## src/rtl/ssp_pkg.sv

```systemverilog
`timescale 1ns/1ps
package ssp_pkg;

   // Transfer mode of the port
   typedef enum logic [1:0] {
      MODE_IDLE = 2'd0,
      MODE_TX   = 2'd1,
      MODE_RX   = 2'd2
   } ssp_mode_e;

endpackage

```

## src/rtl/ssp_bit_timer.sv

```systemverilog
`timescale 1ns/1ps
// Bit-period timer: counts oscillator clocks inside one bit period and
// derives the shift clock plus the rise and end-of-period strobes.
module ssp_bit_timer #(
   parameter int PERIOD_CLKS = 12,
   parameter int LOW_CLKS    = 10
) (
   input  logic clk_i,
   input  logic rst_i,
   input  logic run_i,
   output logic sclk_o,
   output logic rise_o,
   output logic end_o
);
   localparam int CW = (PERIOD_CLKS > 1) ? $clog2(PERIOD_CLKS) : 1;
   localparam logic [CW-1:0] LAST_CNT = CW'(PERIOD_CLKS - 1);
   localparam logic [CW-1:0] RISE_CNT = CW'(LOW_CLKS - 1);
   localparam logic [CW-1:0] HIGH_CNT = CW'(LOW_CLKS);

   initial begin
      assert (LOW_CLKS >= 1 && LOW_CLKS < PERIOD_CLKS)
         else $error("ssp_bit_timer: LOW_CLKS must lie in 1..PERIOD_CLKS-1");
   end

   logic [CW-1:0] cnt_q;

   always_ff @(posedge clk_i) begin
      if (rst_i || !run_i) begin
         cnt_q <= '0;
      end else if (cnt_q == LAST_CNT) begin
         cnt_q <= '0;
      end else begin
         cnt_q <= cnt_q + CW'(1);
      end
   end

   assign sclk_o = !run_i || (cnt_q >= HIGH_CNT);
   assign rise_o = run_i && (cnt_q == RISE_CNT);
   assign end_o  = run_i && (cnt_q == LAST_CNT);

   AST_CNT_IN_PERIOD: assert property (@(posedge clk_i) disable iff (rst_i)
      32'(cnt_q) < PERIOD_CLKS);
   AST_RISE_GIVES_HIGH: assert property (@(posedge clk_i) disable iff (rst_i)
      rise_o |=> sclk_o);
   AST_END_IN_HIGH: assert property (@(posedge clk_i) disable iff (rst_i)
      end_o |-> sclk_o);

endmodule

```

## src/rtl/ssp_seq.sv

```systemverilog
`timescale 1ns/1ps
// Transfer sequencer: picks the mode, counts bits and raises completion.
module ssp_seq
   import ssp_pkg::*;
#(
   parameter int DATA_W = 8
) (
   input  logic      clk_i,
   input  logic      rst_i,
   input  logic      load_i,
   input  logic      rx_en_i,
   input  logic      bit_end_i,
   output ssp_mode_e mode_o,
   output logic      run_o,
   output logic      start_tx_o,
   output logic      fin_rx_o,
   output logic      done_o
);
   localparam int BW = $clog2(DATA_W);
   localparam logic [BW-1:0] LAST_BIT = BW'(DATA_W - 1);

   initial begin
      assert (DATA_W >= 2)
         else $error("ssp_seq: DATA_W must be at least 2");
   end

   ssp_mode_e     mode_q;
   logic [BW-1:0] bit_q;
   logic          done_q;
   logic          fin;

   assign fin        = (mode_q != MODE_IDLE) && bit_end_i && (bit_q == LAST_BIT);
   assign start_tx_o = (mode_q == MODE_IDLE) && load_i;

   always_ff @(posedge clk_i) begin
      if (rst_i) begin
         mode_q <= MODE_IDLE;
         bit_q  <= '0;
         done_q <= 1'b0;
      end else begin
         done_q <= fin;
         unique case (mode_q)
            MODE_IDLE: begin
               bit_q <= '0;
               if (load_i) begin
                  mode_q <= MODE_TX;
               end else if (rx_en_i) begin
                  mode_q <= MODE_RX;
               end
            end
            default: begin
               if (bit_end_i) begin
                  if (bit_q == LAST_BIT) begin
                     mode_q <= MODE_IDLE;
                     bit_q  <= '0;
                  end else begin
                     bit_q <= bit_q + BW'(1);
                  end
               end
            end
         endcase
      end
   end

   assign mode_o   = mode_q;
   assign run_o    = (mode_q != MODE_IDLE);
   assign fin_rx_o = fin && (mode_q == MODE_RX);
   assign done_o   = done_q;

   AST_DONE_ONE_CYCLE: assert property (@(posedge clk_i) disable iff (rst_i)
      done_q |=> !done_q);
   AST_BUSY_IGNORES_LOAD: assert property (@(posedge clk_i) disable iff (rst_i)
      (mode_q != MODE_IDLE && !fin) |=> (mode_q == $past(mode_q)));
   AST_BIT_IN_RANGE: assert property (@(posedge clk_i) disable iff (rst_i)
      32'(bit_q) < DATA_W);
   AST_DONE_AFTER_BUSY: assert property (@(posedge clk_i) disable iff (rst_i)
      done_q |-> (mode_q == MODE_IDLE));

endmodule

```

## src/rtl/ssp_shreg.sv

```systemverilog
`timescale 1ns/1ps
// Shift register shared by transmit and receive; bit order is a parameter.
module ssp_shreg #(
   parameter int DATA_W    = 8,
   parameter bit LSB_FIRST = 1'b1
) (
   input  logic              clk_i,
   input  logic              rst_i,
   input  logic              load_i,
   input  logic [DATA_W-1:0] load_data_i,
   input  logic              tx_shift_i,
   input  logic              rx_sample_i,
   input  logic              sd_i,
   output logic              ser_o,
   output logic [DATA_W-1:0] par_o
);
   logic [DATA_W-1:0] sh_q;
   logic [DATA_W-1:0] tx_next;
   logic [DATA_W-1:0] rx_next;

   generate
      if (LSB_FIRST) begin : g_lsb
         assign tx_next = {1'b1, sh_q[DATA_W-1:1]};
         assign rx_next = {sd_i, sh_q[DATA_W-1:1]};
         assign ser_o   = sh_q[0];
      end else begin : g_msb
         assign tx_next = {sh_q[DATA_W-2:0], 1'b1};
         assign rx_next = {sh_q[DATA_W-2:0], sd_i};
         assign ser_o   = sh_q[DATA_W-1];
      end
   endgenerate

   always_ff @(posedge clk_i) begin
      if (rst_i) begin
         sh_q <= '0;
      end else if (load_i) begin
         sh_q <= load_data_i;
      end else if (tx_shift_i) begin
         sh_q <= tx_next;
      end else if (rx_sample_i) begin
         sh_q <= rx_next;
      end
   end

   assign par_o = sh_q;

   AST_SHREG_HOLDS: assert property (@(posedge clk_i) disable iff (rst_i)
      !(load_i || tx_shift_i || rx_sample_i) |=> $stable(par_o));

endmodule

```

## src/rtl/sync_shift_port.sv

```systemverilog
`timescale 1ns/1ps
// Half-duplex synchronous shift-register serial port, fixed bit rate.
module sync_shift_port
   import ssp_pkg::*;
#(
   parameter int DATA_W      = 8,
   parameter int PERIOD_CLKS = 12,
   parameter int LOW_CLKS    = 10,
   parameter bit LSB_FIRST   = 1'b1
) (
   input  logic              clk_i,
   input  logic              rst_i,
   input  logic              load_i,
   input  logic [DATA_W-1:0] tx_byte_i,
   input  logic              rx_en_i,
   output logic [DATA_W-1:0] rx_byte_o,
   output logic              done_o,
   output logic              sclk_o,
   input  logic              sd_i,
   output logic              sd_o,
   output logic              sd_oe_o
);
   ssp_mode_e         mode;
   logic              run;
   logic              start_tx;
   logic              fin_rx;
   logic              bit_rise;
   logic              bit_end;
   logic              tx_shift;
   logic              rx_sample;
   logic              ser;
   logic [DATA_W-1:0] par;
   logic [DATA_W-1:0] rx_byte_q;

   ssp_seq #(
      .DATA_W (DATA_W)
   ) seq_i (
      .clk_i      (clk_i),
      .rst_i      (rst_i),
      .load_i     (load_i),
      .rx_en_i    (rx_en_i),
      .bit_end_i  (bit_end),
      .mode_o     (mode),
      .run_o      (run),
      .start_tx_o (start_tx),
      .fin_rx_o   (fin_rx),
      .done_o     (done_o)
   );

   ssp_bit_timer #(
      .PERIOD_CLKS (PERIOD_CLKS),
      .LOW_CLKS    (LOW_CLKS)
   ) timer_i (
      .clk_i  (clk_i),
      .rst_i  (rst_i),
      .run_i  (run),
      .sclk_o (sclk_o),
      .rise_o (bit_rise),
      .end_o  (bit_end)
   );

   assign tx_shift  = bit_end && (mode == MODE_TX);
   assign rx_sample = bit_rise && (mode == MODE_RX);

   ssp_shreg #(
      .DATA_W    (DATA_W),
      .LSB_FIRST (LSB_FIRST)
   ) shreg_i (
      .clk_i       (clk_i),
      .rst_i       (rst_i),
      .load_i      (start_tx),
      .load_data_i (tx_byte_i),
      .tx_shift_i  (tx_shift),
      .rx_sample_i (rx_sample),
      .sd_i        (sd_i),
      .ser_o       (ser),
      .par_o       (par)
   );

   always_ff @(posedge clk_i) begin
      if (rst_i) begin
         rx_byte_q <= '0;
      end else if (fin_rx) begin
         rx_byte_q <= par;
      end
   end

   assign rx_byte_o = rx_byte_q;
   assign sd_oe_o   = (mode == MODE_TX);
   assign sd_o      = (mode == MODE_TX) ? ser : 1'b1;

   AST_IDLE_SCLK_HIGH: assert property (@(posedge clk_i) disable iff (rst_i)
      (mode == MODE_IDLE) |-> sclk_o);
   AST_TX_BIT_STABLE: assert property (@(posedge clk_i) disable iff (rst_i)
      (sd_oe_o && $past(sd_oe_o) && !$past(tx_shift)) |-> $stable(sd_o));
   AST_RX_LINE_FREE: assert property (@(posedge clk_i) disable iff (rst_i)
      (mode == MODE_RX) |-> !sd_oe_o);
   AST_RXBYTE_HOLD: assert property (@(posedge clk_i) disable iff (rst_i)
      !$past(fin_rx) |-> $stable(rx_byte_o));
   AST_DONE_NEEDS_RUN: assert property (@(posedge clk_i) disable iff (rst_i)
      done_o |-> $past(run));

endmodule

```

## config.mk

```make
export PLATFORM = sky130hd
export DESIGN_NAME = sync_shift_port
export DESIGN_NICKNAME = d
export VERILOG_FILES = /design/src/rtl/ssp_pkg.sv /design/src/rtl/ssp_bit_timer.sv /design/src/rtl/ssp_seq.sv /design/src/rtl/ssp_shreg.sv /design/src/rtl/sync_shift_port.sv
export SDC_FILE = /design/constraint.sdc
export NUM_CORES = 1
export LEC_CHECK = 0
export ABC_AREA = 1
export CAP_MARGIN = 20
export CORE_AREA = 4 4 61 63
export DETAILED_ROUTE_END_ITERATION = 6
export DIE_AREA = 0 0 65 67
export PLACE_DENSITY = 0.71
export REMOVE_ABC_BUFFERS = 1
export SYNTH_ARGS = -nofsm -noshare
export SYNTH_HDL_FRONTEND = slang
export SYNTH_SLANG_ARGS = --single-unit
```

## constraint.sdc

```tcl
create_clock -name clk_i -period 1.2 [get_ports clk_i]
set_input_delay 0.36 -clock clk_i [delete_from_list [all_inputs] [get_ports clk_i]]
set_output_delay 0.36 -clock clk_i [all_outputs]
set_load 0.05 [all_outputs]
```

## Yosys cells after proc, flatten, opt, wreduce, memory -nomap -nowiden

Cells that the tools add are included.

| word-level totals | value |
|---|---|
| flip-flop bits (word level) | 26 |
| input port bits | 13 |
| output and inout bits | 12 |

| cells by class | value |
|---|---|
| add/sub/neg operators | 2 |
| $lt $le $gt $ge | 1 |
| eq/ne operators | 6 |
| multiplexer cells | 10 |
| reductions and logical operators | 19 |

Operators with widths:

| cell | count |
|---|---|
| two-way mux 8 bit | 3 |
| two-way mux 2 bit | 5 |
| == test 4 bit, second input constant | 2 |
| logical AND 1 bit | 8 |
| nonzero test 2 bit | 3 |
| adder 4 x 1 -> 4 bit, second input constant | 1 |
| greater-or-equal comparator 4 bit, second input constant | 1 |
| OR reduction 2 bit | 2 |
| adder 3 x 1 -> 3 bit, second input constant | 1 |
| == test 3 bit, second input constant | 1 |
| two-way mux 3 bit | 1 |
| != test 3 bit, second input constant | 1 |
| AND reduction 3 bit | 1 |
| nonzero test 3 bit | 1 |
| == test 2 x 1 -> 1 bit, second input constant | 1 |
| == test 2 bit, second input constant | 1 |
| logical NOT 2 bit | 1 |
| logical OR 1 bit | 2 |
| logical NOT 1 bit | 1 |
| two-way mux 1 bit | 1 |

## Logic depth before layout (Yosys ltp)

| logic depth | value |
|---|---|
| word-level depth | 6 |
| depth in mapped cells | 8 |

## Modules after synthesis

From an unflattened synthesis, not the netlist that was laid out.

| second synthesis, totals | value |
|---|---|
| cells, all modules | 197 |
| area total of the unflattened synthesis | 1362.6 um2 |

Modules (own cells, without submodules):

| module | times used | cells each | area each (um2) | seq. area each (um2) |
|---|---|---|---|---|
| ssp_shreg | 1 | 71 | 466.7 | 160.2 |
| sync_shift_port | 1 | 58 | 371.6 | 160.2 |
| ssp_seq | 1 | 38 | 299.0 | 120.1 |
| ssp_bit_timer | 1 | 30 | 225.2 | 80.1 |

## Worst setup path after synthesis

No wires, ideal clock.

| timing | value |
|---|---|
| path kind | register to output |
| start | register timer_i.cnt_q[1] |
| end | output sclk_o |
| arrival | 1644 ps |
| data required time | 840 ps |
| setup slack | -804 ps |
| stages on the path, launching flop included | 4 |
| buffers on the path | 0 |
| cell sequence | dfxtp_1 ha_1 nor3_1 o21ai_0 |

| between the ends | value |
|---|---|
| cells in the longest elaborated chain, start to end | 2 |

RTL lines:

| what | line | source |
|---|---|---|
| start: declaration | ssp_bit_timer.sv:25 | `logic [CW-1:0] cnt_q;` |
| start signal: assignment | ssp_bit_timer.sv:33 | `cnt_q <= cnt_q + CW'(1);` |
| greater-or-equal comparator 4 bit | ssp_bit_timer.sv:37 | `assign sclk_o = !run_i \|\| (cnt_q >= HIGH_CNT);` |
| logical OR 1 bit | ssp_bit_timer.sv:37 |  |
| end: declaration | sync_shift_port.sv:18 | `output logic sclk_o,` |

Every way passes these cells.

## Final worst setup path

| timing | value |
|---|---|
| start | register timer_i.cnt_q[1] |
| end | register shreg_i.sh_q[1], in the netlist shreg_i.par_o[1] |

| between the ends | value |
|---|---|
| cells in the longest elaborated chain, start to end | 5 |

RTL lines:

| what | line | source |
|---|---|---|
| == test 4 bit | ssp_bit_timer.sv:39 | `assign end_o = run_i && (cnt_q == LAST_CNT);` |
| logical AND 1 bit | ssp_bit_timer.sv:39 |  |
| logical AND 1 bit | sync_shift_port.sv:62 | `assign tx_shift = bit_end && (mode == MODE_TX);` |
| two-way mux 8 bit | ssp_shreg.sv:38 | `end else if (tx_shift_i) begin` |
| two-way mux 8 bit | ssp_shreg.sv:36 | `end else if (load_i) begin` |
| end signal: assignment | ssp_shreg.sv:37 | `sh_q <= load_data_i;` |
| end signal: assignment | ssp_shreg.sv:39 | `sh_q <= tx_next;` |
| end signal: assignment | ssp_shreg.sv:41 | `sh_q <= rx_next;` |
| end: declaration | ssp_shreg.sv:17 | `logic [DATA_W-1:0] sh_q;` |

Several ways; a longest one is shown, not always the timed one.
A chain may end at the register's enable or synchronous reset.

==> run_results.csv <==
group,metric,value,unit
outcome,status,"complete, but fails checks",
outcome,violations,"setup timing",
grt,grt_util_all_layers,0.143,
logic_synthesis,synth_area,1210,um2
logic_synthesis,synth_cell_types,19,
place,dpl.cell_count,260,
floorplanning,die_w,65,um
drt,routedWlPerCell,14.1,um
setup_path,start_kind,"flip-flop",
clock_network,clk_latency,330,ps
setup_path,cp.arrival,1870,ps
final_layout,final_util,0.696,
setup_path,critPathMaxStageDelay,390,ps
drt,avgViaCountPerCell,4.99,
power,p_per_area,894,nW/um2
final_layout,layout_common_cells,"30 x nand2_1, 20 x buf_4, 16 x nor2_1",
setup_path,cp_common_cell,"nand2_4",
clock_network,cts_made_buffers,3,
timing,max_freq,624,MHz
drt,drt_iter0_drc,46,
timing,worst_pin_slew,423,ps
power,intPower,0.00143,W
power,peakVddDrop,0.000761,V
drt,num_vias,1361,
place,place_ws,-380,ps
hold_path,holdCritPathClass,"flip-flop to flip-flop",
place,dp_hpwl,2.20,mm
logic_synthesis,yosysTopAreaCellShare,0.428,
grt,grt_pass1_vias,1206,
timing,fin_setup_tns,-8370,ps
timing,grt_setup_unrepaired,"true",
final_layout,antenna_cells,0,
power,p_leak,0.918,nW
logic_synthesis,synthCells,171,
power,clockPowerShare,0.302,
logic_synthesis,yosys_warnings,0,
place,gp_congestion,0.769,
timing,finalSetupViolCount,36,
setup_path,cp.required,1460,ps
timing,drv_slew,0,
logic_synthesis,synth.area.top_cells,"dfxtp_1 43%, nand2_1 13%, nor2_1 8.3%",
power,power.net_switching,0.000577,W
grt,grt-ovfl-total,0,
logic_synthesis,synth_seq_cells,26,
place,portBuffers,24,
timing,final.min_clock_period,1600,ps
logic_synthesis,ys_seq_area_frac,0.428,
logic_synthesis,avgSynthCellArea,7.10,um2
final_layout,final_nets,246,
setup_path,cp.depth,9,
grt,antenna_found_initial,0,
drt,antenna_left,0,
power,seq_power_share,0.451,
setup_path,crit_type,"flip-flop to flip-flop",
timing,max-slew-margin-rel,0.717,
power,switching_share,0.287,
clock_network,htree_levels,1,
final_layout,syn_to_final_growth,85.2,%
drt,drtPass1Iterations,4,
floorplanning,io_pins,25,
timing,setup_ws,-403,ps
floorplanning,die_y,67,um
final_layout,layout_commonest_cell,"nand2_1",
drt,route.detailed.drc,0,
final_layout,fin_cells,273,
timing,hold_viol,0,
floorplanning,die_area,4360,um2
setup_path,r2r_cells,9,
timing,fin_crit_sh,1.34,
grt,grt_pass1_wl,4.92,mm
setup_path,cp_slowest_cell,"dfxtp_4",
setup_path,crit_path_end_kind,"flip-flop",
floorplanning,rows,21,
clock_network,cts_tree,"done",
run,cap_violations,0,
drt,wl,3.84,mm
logic_synthesis,synth_top_cell_by_area,"dfxtp_1",
timing,holdWs,495,ps
floorplanning,initial_core_util,0.376,
clock_network,clock-sinks,26,
clock_network,cts.clk_slew.worst_paths,140,ps
clock_network,cts_buffer_depth,2,
setup_path,critPathTopFamily,"simple AND/OR/NAND/NOR gates",
setup_path,crit_buf_inv,2,
final_layout,drive_gt1_frac,0.537,
timing,finalClockSkew,8.86,ps
clock_network,cts-root-buf,"clkbuf_4",
grt,grt_max_degree,16,
setup_path,critical_path.cell_chain,"buf_6 > buf_12 > ha_4 > nand2_4 > nor2_4 > nand2_4 > nand3_4 > nand2_2 > a21oi_2",
clock_network,postCtsHoldBufs,0,
power,combinationalPowerShare,0.247,
setup_path,path_max_fanout,7,
hold_path,min_path_cells,2,
floorplanning,core_region_area,3230,um2
-- what timing repair did --
item                                    in CTS  in global routing
endpoints found under the setup margin      37                 37
buffers inserted                             4                  5
pin swaps                                    9                 26
gates resized for setup                     48                 64
gates cloned                                 0                  1
-- synth_stat cells --
| library cell | instances |
|---|---|
| nor2_1 | 27 |
| inv_1 | 15 |
| inv_2 | 2 |
| ha_1 | 5 |
| nor2_2 | 4 |
| nand3b_1 | 3 |
| dfxtp_1 | 26 |
| a21oi_1 | 13 |
| nand2_2 | 3 |
| nand3_2 | 2 |
| nor3_1 | 2 |
| nor2_4 | 1 |
| or2_2 | 1 |
| o21ai_0 | 12 |
| nand2_1 | 41 |
| o211ai_1 | 1 |
| buf_2 | 1 |
| nand4_1 | 1 |
| nand3_1 | 11 |
-- cell type report --
cell class	instances	area, um2
fillers	239	982
inverters	17	76.3
clock inverters	1	30.0
repair buffers	52	601
well taps	46	57.6
flip-flops and latches	26	553
clock buffers	3	22.5
multi-input cells	128	910
-- metrics by stage --
step | instance area [um2] | total power (W)
6_report | 2250 | 0.00201
5_1_grt | 2250 | 0.00209
4_1_cts | 1980 | 0.00195
3_5_place_dp | 1770 | 0.00131
3_3_place_gp | 1770 | 0.00130
2_1_floorplan | 1210 | 0.00113
-- worst paths after layout --
path                                                 endpoint                         from  slack [ps]
worst max-delay path            shreg_i.par_o[1]$_SDFFE_PP0P_  timer_i.cnt_q[1]$_SDFF_PP0_        -400
worst min-delay path              seq_i.bit_q[1]$_SDFFE_PP0P_  seq_i.bit_q[1]$_SDFFE_PP0P_         490
worst max register to register  shreg_i.par_o[1]$_SDFFE_PP0P_  timer_i.cnt_q[1]$_SDFF_PP0_        -400
worst min register to register    seq_i.bit_q[1]$_SDFFE_PP0P_  seq_i.bit_q[1]$_SDFFE_PP0P_         490
-- power by group through the flow --
stage / Clock (W) / Sequential [W] / Combinational [W]
after detailed placement: 0 / 0.000932 / 0.000378
after global routing: 0.000646 / 0.000910 / 0.000533
after CTS: 0.000614 / 0.000913 / 0.000422
after floorplan: 0 / 0.000927 / 0.000199
final: 0.000608 / 0.000907 / 0.000497
after global placement: 0 / 0.000931 / 0.000373
-- layer usage --
| layer | global-route usage | wire [um] | up-vias |
|---|---|---|---|
| met5 | 0 | 0 | - |
| met4 | 0.0580 | 48 | 0 |
| met3 | 0.0101 | 113 | 5 |
| met2 | 0.257 | 2110 | 44 |
| met1 | 0.175 | 1570 | 645 |
| li1 | - | - | 667 |
-- kinds of logic after synthesis --
group / count (synthesis) / synth area share
DFF: 26 / 0.428
and+or+nand+nor: 96 / 0.354
adders and majority gates: 5 / 0.0515
buffers and inverters: 18 / 0.0566
AOI/OAI and AO/OA: 26 / 0.109
-- flip-flops by register name (all words and copies together), names as in the netlist --
name           count
shreg_i.par_o      8
seq_i.done_o       1
seq_i.bit_q        3
rx_byte_o          8
timer_i.cnt_q      4
seq_i.mode_o       2
-- worst register-to-register path, cell delays in order (launching register included) --
cell     delay (ps)
dfxtp_4         390
buf_6           110
buf_12          100
ha_4            150
nand2_4          60
nor2_4          210
nand2_4         120
nand3_4         170
nand2_2          80
a21oi_2         150
Note: power is estimated with default switching activity, not from simulation.
